### src/rtl/pfg_pkg.sv
package pfg_pkg;
   localparam int QUANTA_W  = 16;
   localparam int XON_LSB   = 12;
   localparam int UNIT_SH   = 6;
   localparam logic [QUANTA_W-1:0] PTIME_RST = 16'h1BF0;

   typedef enum logic {FLOW_ST, HELD_ST} pfg_state_e;
endpackage

### src/rtl/pfg_cfg_regs.sv
module pfg_cfg_regs
   import pfg_pkg::*;
#(
   parameter int TH_W      = 12,
   parameter int RST_UNITS = 320,
   localparam int WD       = XON_LSB + TH_W
)(
   input  logic                clk,
   input  logic                rst_n,
   input  logic                wr_en,
   input  logic                wr_sel,
   input  logic [WD-1:0]       wr_data,
   output logic [TH_W-1:0]     xoff_units,
   output logic [TH_W-1:0]     xon_units,
   output logic [QUANTA_W-1:0] pause_time
);
   always_ff @(posedge clk) begin
      if (!rst_n) begin
         xoff_units <= TH_W'(RST_UNITS);
         xon_units  <= TH_W'(RST_UNITS);
         pause_time <= PTIME_RST;
      end else if (wr_en) begin
         if (!wr_sel) begin
            xoff_units <= wr_data[TH_W-1:0];
            xon_units  <= wr_data[XON_LSB +: TH_W];
         end else begin
            pause_time <= wr_data[QUANTA_W-1:0];
         end
      end
   end
endmodule

### src/rtl/pfg_level_cmp.sv
module pfg_level_cmp
   import pfg_pkg::*;
#(
   parameter int LVL_W      = 15,
   parameter int TH_W       = 12,
   parameter int FIFO_UNITS = 320,
   parameter bit CMP_PIPE   = 1'b0,
   localparam int CW = ((LVL_W > TH_W + UNIT_SH) ? LVL_W : TH_W + UNIT_SH) + 1
)(
   input  logic             clk,
   input  logic             rst_n,
   input  logic [LVL_W-1:0] fill_bytes,
   input  logic [TH_W-1:0]  xoff_units,
   input  logic [TH_W-1:0]  xon_units,
   output logic             at_xoff,
   output logic             below_xon,
   output logic             xoff_off
);
   logic [CW-1:0] fill_x, xoff_b, xon_b;
   logic          at_xoff_c, below_xon_c;

   always_comb begin
      fill_x      = CW'(fill_bytes);
      xoff_b      = CW'(xoff_units) << UNIT_SH;
      xon_b       = CW'(xon_units) << UNIT_SH;
      xoff_off    = (xoff_units >= TH_W'(FIFO_UNITS));
      at_xoff_c   = !xoff_off && (fill_x >= xoff_b);
      below_xon_c = (fill_x < xon_b);
   end

   generate
      if (CMP_PIPE) begin : g_pipe
         always_ff @(posedge clk) begin
            if (!rst_n) begin
               at_xoff   <= 1'b0;
               below_xon <= 1'b0;
            end else begin
               at_xoff   <= at_xoff_c;
               below_xon <= below_xon_c;
            end
         end
      end else begin : g_direct
         always_comb begin
            at_xoff   = at_xoff_c;
            below_xon = below_xon_c;
         end
      end
   endgenerate
endmodule

### src/rtl/pfg_req_fsm.sv
module pfg_req_fsm
   import pfg_pkg::*;
(
   input  logic                clk,
   input  logic                rst_n,
   input  logic                enable,
   input  logic                at_xoff,
   input  logic                below_xon,
   input  logic [QUANTA_W-1:0] pause_time,
   input  logic                req_ack,
   output logic                req_valid,
   output logic [QUANTA_W-1:0] req_quanta,
   output logic                held
);
   pfg_state_e state_q;

   always_ff @(posedge clk) begin
      if (!rst_n) begin
         state_q    <= FLOW_ST;
         req_valid  <= 1'b0;
         req_quanta <= '0;
      end else if (req_valid) begin
         if (req_ack) req_valid <= 1'b0;
      end else if (enable) begin
         case (state_q)
            FLOW_ST: if (at_xoff) begin
               req_valid  <= 1'b1;
               req_quanta <= pause_time;
               state_q    <= HELD_ST;
            end
            HELD_ST: if (below_xon) begin
               req_valid  <= 1'b1;
               req_quanta <= '0;
               state_q    <= FLOW_ST;
            end
            default: state_q <= FLOW_ST;
         endcase
      end
   end

   assign held = (state_q == HELD_ST);
endmodule

### src/rtl/rxq_pause_ctl.sv
module rxq_pause_ctl
   import pfg_pkg::*;
#(
   parameter int FIFO_BYTES = 20480,
   parameter int TH_W       = 12,
   parameter bit CMP_PIPE   = 1'b0,
   localparam int LVL_W      = $clog2(FIFO_BYTES + 1),
   localparam int FIFO_UNITS = FIFO_BYTES >> UNIT_SH,
   localparam int WD         = XON_LSB + TH_W
)(
   input  logic                clk,
   input  logic                rst_n,
   input  logic                enable,
   input  logic [LVL_W-1:0]    fill_bytes,
   input  logic                wr_en,
   input  logic                wr_sel,
   input  logic [WD-1:0]       wr_data,
   input  logic                req_ack,
   output logic                req_valid,
   output logic [QUANTA_W-1:0] req_quanta
);
   generate
      if (TH_W > XON_LSB || TH_W < 1) begin : g_bad_thw
         $error("TH_W must lie in 1..12");
      end
      if (FIFO_UNITS >= (1 << TH_W)) begin : g_bad_fifo
         $error("FIFO size in 64-byte units must fit in TH_W bits");
      end
      if (WD < QUANTA_W) begin : g_bad_wd
         $error("write data narrower than the pause time field");
      end
   endgenerate

   logic [TH_W-1:0]     xoff_units, xon_units;
   logic [QUANTA_W-1:0] pause_time;
   logic                at_xoff, below_xon, xoff_off, held;

   pfg_cfg_regs #(.TH_W(TH_W), .RST_UNITS(FIFO_UNITS)) u_cfg (
      .clk, .rst_n, .wr_en, .wr_sel, .wr_data,
      .xoff_units, .xon_units, .pause_time
   );

   pfg_level_cmp #(.LVL_W(LVL_W), .TH_W(TH_W), .FIFO_UNITS(FIFO_UNITS),
                   .CMP_PIPE(CMP_PIPE)) u_cmp (
      .clk, .rst_n, .fill_bytes, .xoff_units, .xon_units,
      .at_xoff, .below_xon, .xoff_off
   );

   pfg_req_fsm u_fsm (
      .clk, .rst_n, .enable, .at_xoff, .below_xon, .pause_time,
      .req_ack, .req_valid, .req_quanta, .held
   );
endmodule

### config.mk
export PLATFORM = sky130hd
export DESIGN_NAME = rxq_pause_ctl
export DESIGN_NICKNAME = d
export VERILOG_FILES = /design/src/rtl/pfg_pkg.sv /design/src/rtl/pfg_cfg_regs.sv /design/src/rtl/pfg_level_cmp.sv /design/src/rtl/pfg_req_fsm.sv /design/src/rtl/rxq_pause_ctl.sv
export SDC_FILE = /design/constraint.sdc
export NUM_CORES = 1
export LEC_CHECK = 0
export CORE_MARGIN = 3
export CORE_UTILIZATION = 49
export DETAILED_ROUTE_END_ITERATION = 7
export PLACE_DENSITY = 0.79
export SYNTH_ARGS = -nofsm -noshare
export SYNTH_HDL_FRONTEND = slang
export SYNTH_SLANG_ARGS = --single-unit
export TNS_END_PERCENT = 30
### constraint.sdc
create_clock -name clk -period 2.2 [get_ports clk]
set_input_delay 0.33 -clock clk [delete_from_list [all_inputs] [get_ports clk]]
set_output_delay 0.33 -clock clk [all_outputs]
set_load 0.02 [all_outputs]
# == Word-level counts from Yosys, hierarchy flattened ==
# Index checks and enable logic that the tools add are counted.
# totals
regBits,58
wordCells,31
# op_classes
mux,11
bitwise,3
n_eq_ne,2
n_reduce_logical,6
order_cmp,3
# ops
operator,count
two-way mux 16 bit,2
case mux 16 bit (2 select lines),1
greater-or-equal comparator 15 x 18 -> 1 bit,1
< comparator 15 x 18 -> 1 bit,1
"greater-or-equal comparator 12 x 9 -> 1 bit, second input constant",1
two-way mux 1 bit,6
AND reduction 2 bit,3
"!= test 2 bit, second input constant",2
case mux 1 bit (2 select lines),2
AND reduction 4 bit,1
inverter 1 bit,3
logical AND 1 bit,1
zero test 1 bit,1

# == Logic depth before layout (Yosys ltp) ==
# logic_depth
ltp_word,7
mapped_depth,9
mapped_depth_nobuf,7

# == Hierarchy ==
# From an unflattened synthesis, not the netlist that was laid out.
# hier_totals
cells_unflattened,284
hier_area_um2,2705.1
# by_module_without_submodules
module,area_each_um2,cells_per_inst,n_inst
pfg_cfg_regs,1614.0,168,1
pfg_req_fsm,618.1,48,1
pfg_level_cmp,473.0,68,1

# == Worst setup path before layout ==
# OpenSTA, ideal clock, no wires.
# synth_path
kind,input port to flip-flop
start,input fill_bytes[12]
end,register u_fsm.req_quanta[3]
setup_slack_ns,0.267
t_arrival_ns,1.817
t_required_ns,2.084
setup_ns,0.116
stages,8
cell_sequence,ha_1 a21o_1 a2111oi_4 o22a_1 o311a_2 buf_6 buf_12 o2bb2ai_4
# synth_via
elab_chain_cells,4
# synth_lines
item,line_no,source
from (decl),rxq_pause_ctl.sv:14,"input logic [LVL_W-1:0] fill_bytes,"
greater-or-equal comparator 15 x 18 -> 1 bit,pfg_level_cmp.sv:27,at_xoff_c = !xoff_off && (fill_x >= xoff_b);
logical AND 1 bit,pfg_level_cmp.sv:27,
!= test 2 bit (no line),-,
AND reduction 4 bit (no line) *,-,
to (signal assigned),pfg_req_fsm.sv:28,req_quanta <= pause_time;
to (decl),pfg_req_fsm.sv:12,"output logic [QUANTA_W-1:0] req_quanta,"
# Mark *: on every way between the ends. The rest lies on a longest branch, timed or not.
# A chain may end at the register's enable or synchronous reset.

# == Final worst setup path ==
# layout_path
start,input fill_bytes[12]
end,register u_fsm.req_quanta[11]
# Same word-level chain as after synthesis.

==> flow_summary.ini <==
[critical_path]
reg2reg_from = u_cfg.xon_units[6]
r2r-end = u_fsm.req_quanta[11]
reg2reg_slack_ns = 0.22
startpoint_type = input port
cp.required_ns = 2.43
cp.arrival_ns = 2.30
cp-end-kind = register
r2r_cells = 8
worstSetupPathType = in -> reg
worst-path-max-fanout = 16

[timing]
finalMaxSlewViolations = 0
maxSlewHeadroom = 0.6212
skew_ns = 0.005862
fin_tns_setup_ns = 0
tightest_slew_ns = 0.5682
setup_viol = 0
final.setup.worst_slack_ns = 0.1257
rsz0062_at_grt = no
timing.hold.ws_ns = 0.4549
post-route-period-util = 0.9428
finalHoldViolCount = 0
max_freq_mhz = 482.1
finalCriticalPeriod_ns = 2.074

[cells_and_area]
drive_gt1_frac = 0.1257
nets = 431
design_area_mm2 = 0.003557
fill_cells = 418
final_common_cell = nand2_1
layout_common_cells = nand2_1, clkdlybuf4s50_1, dfxtp_1
area_delta_synth_final_pct = 35.77
n_antenna_cell = 0

[yosys]
synth_nets = 363
yosysSeqAreaShare = 0.4432
synth_seq_cells = 58
yosysWarnings = 0
synthArstFlopShare = 0
syn_area_mm2 = 0.002620
syn_inst = 301
synth_cell_type_count = 36
synth-edff-count = 0
postSynthAreaPerCell_um2 = 8.704
synth_top_area_share = 0.4432
synthTopCellsByArea = dfxtp_1, nand2_1, ha_1, a21oi_1, o2bb2ai_2
synthFlopType = dfxtp_1
synth_top_cell_by_area = dfxtp_1

[run_status]
outcome = finished clean

[floorplan]
die_h_um = 79.12
dieArea_mm2 = 0.006260
rows = 25
start_util = 0.5301
io_pins = 62
die_x_um = 79.12
core_area_mm2 = 0.004942

[power_and_ir_drop]
pwr-share-comb = 0.138
cellLeakagePower_nw = 1.382
seq_power_share = 0.456
clock_power_share = 0.407
power.internal_mw = 1.857
switching_share = 0.2480
p_per_area_mw_per_mm2 = 694.2
switchingPower_uw = 612.3
worst_ir_drop_vdd_mv = 0.4440

[placement]
place_hpwl_mm = 4.458
placed_area_mm2 = 0.003344
port_buffers = 61
place.gp.congestion = 0.8425
pre_cts_slack_ns = -0.2252

[clock_tree]
clkSlewWorstSetupHoldPaths_ns = 0.07
post_cts_buffers = 0
post_cts_resized = 0
clkLatencyLatePin_ns = 0.34
cts_root_buf = clkbuf_8
cts.sinks = 58
htreeDepth = 3
cts_hold_buf = 0
clockBufferDepth = 2
cts_made_buffers = 9
cts_tree = done

[min_path]
hold_path_class = reg -> reg
hold_path.startpoint = u_fsm.req_quanta[13]
min_to = u_fsm.req_quanta[13]
hold_depth = 2

[global_routing]
grt_pass1_vias = 2330
grt_overflow_total = 0
grt_pass1_wl_mm = 10.38
grt_start_max_net_pins = 30
grt.total_usage = 0.2125
antenna_found_initial = 0

[flow_run]
maxCapViolCount = 0

[detailed_routing]
detail_route.iter0.violations = 103
num_vias = 2340
wl_mm = 6.135
avgViaCountPerCell = 5.306
drcViolationCount = 0
drtPass1Iterations = 4
wire_per_inst_um = 13.91
ant_nets = 0
==> cell type report <==
type                    count  area, um2  area share
clock inverters             4      50.05     0.01407
well taps                  67      83.83     0.02357
inverters                  18      67.56     0.01899
repair buffers             75      740.7      0.2082
clock buffers              12      155.1     0.04362
multi-input cells         207       1299      0.3651
flip-flops and latches     58       1161      0.3264
==> power by group through the flow <==
stage / clock (mW) / combinational (mW) / sequential [mW]
final: 1.00 / 0.340 / 1.13
after global routing: 1.07 / 0.377 / 1.13
after CTS: 1.02 / 0.340 / 1.12
after detailed placement: 0 / 0.337 / 1.15
after global placement: 0 / 0.328 / 1.15
after floorplan: 0 / 0.170 / 1.15
==> worst max path at each step <==
stage,startpoint,endpoint,slack (ns),depth (start not counted)
final,fill_bytes[12],u_fsm.req_quanta[11],0.13,8
after global routing,fill_bytes[7],u_fsm.req_quanta[0],0.02,8
after global placement,fill_bytes[12],u_fsm.req_quanta[0],-0.20,8
after detailed placement,fill_bytes[12],u_fsm.req_quanta[0],-0.23,8
after CTS,fill_bytes[12],u_fsm.req_quanta[0],0.12,8
after floorplan,fill_bytes[12],u_fsm.req_quanta[3],0.27,8
==> through the flow <==
stage,utilization,total power [mW],instances
2_1_floorplan,-,1.321,301
3_3_place_gp,0.6767,1.473,425
3_5_place_dp,0.6767,1.485,425
4_1_cts,0.7182,2.482,441
5_1_grt,0.7197,2.573,441
6_report,0.7197,2.469,441
==> worst max-delay path, cell delays in order <==
cell and delay [ns]:
clkdlybuf4s50_1 0.43, ha_1 0.32, a21o_1 0.21, a2111oi_4 0.33
o22a_1 0.20, o311a_2 0.22, buf_12 0.17, o2bb2ai_1 0.08
==> registers in the layout (all words and copies together), names as in the netlist <==
| signal | count |
|---|---|
| u_fsm.held | 1 |
| u_fsm.req_quanta | 16 |
| u_fsm.req_valid | 1 |
| u_cfg.xon_units | 12 |
| u_cfg.xoff_units | 12 |
| u_cfg.pause_time | 16 |
==> per-layer routing <==
metal  up-vias  global-route usage  routed length, um
met5         -                   0                  0
met4         0             0.08591                 84
met3        10             0.05669                390
met2        66              0.3678               3009
met1      1107              0.2477               2651
li1       1157                   -                  -
==> logic make-up (layout without fill, tap and decap cells) <==
group | count (synthesis) | in the layout | synth area share
AO/OA/AOI/OAI | 68 | 68 | 0.2096
adder cells (fa/ha/maj) | 17 | 17 | 0.08118
buffers and inverters | 36 | 109 | 0.06495
flip-flops | 58 | 58 | 0.4432
AND/OR/NAND/NOR | 122 | 122 | 0.2011
==> cell usage after synthesis (2+ instances only) <==
library cell	n
o2bb2ai_1	6
a21oi_1	33
o2bb2ai_2	9
ha_1	17
nand2_1	96
a21o_1	2
dfxtp_1	58
o21ai_0	3
nand3_1	9
inv_1	18
buf_1	2
buf_6	2
nor4b_1	2
o21a_1	2
clkbuf_1	12
nand2b_1	3
nor2b_1	3
and4_1	2
o211ai_1	5
Note: power is estimated with default switching activity, not from simulation.
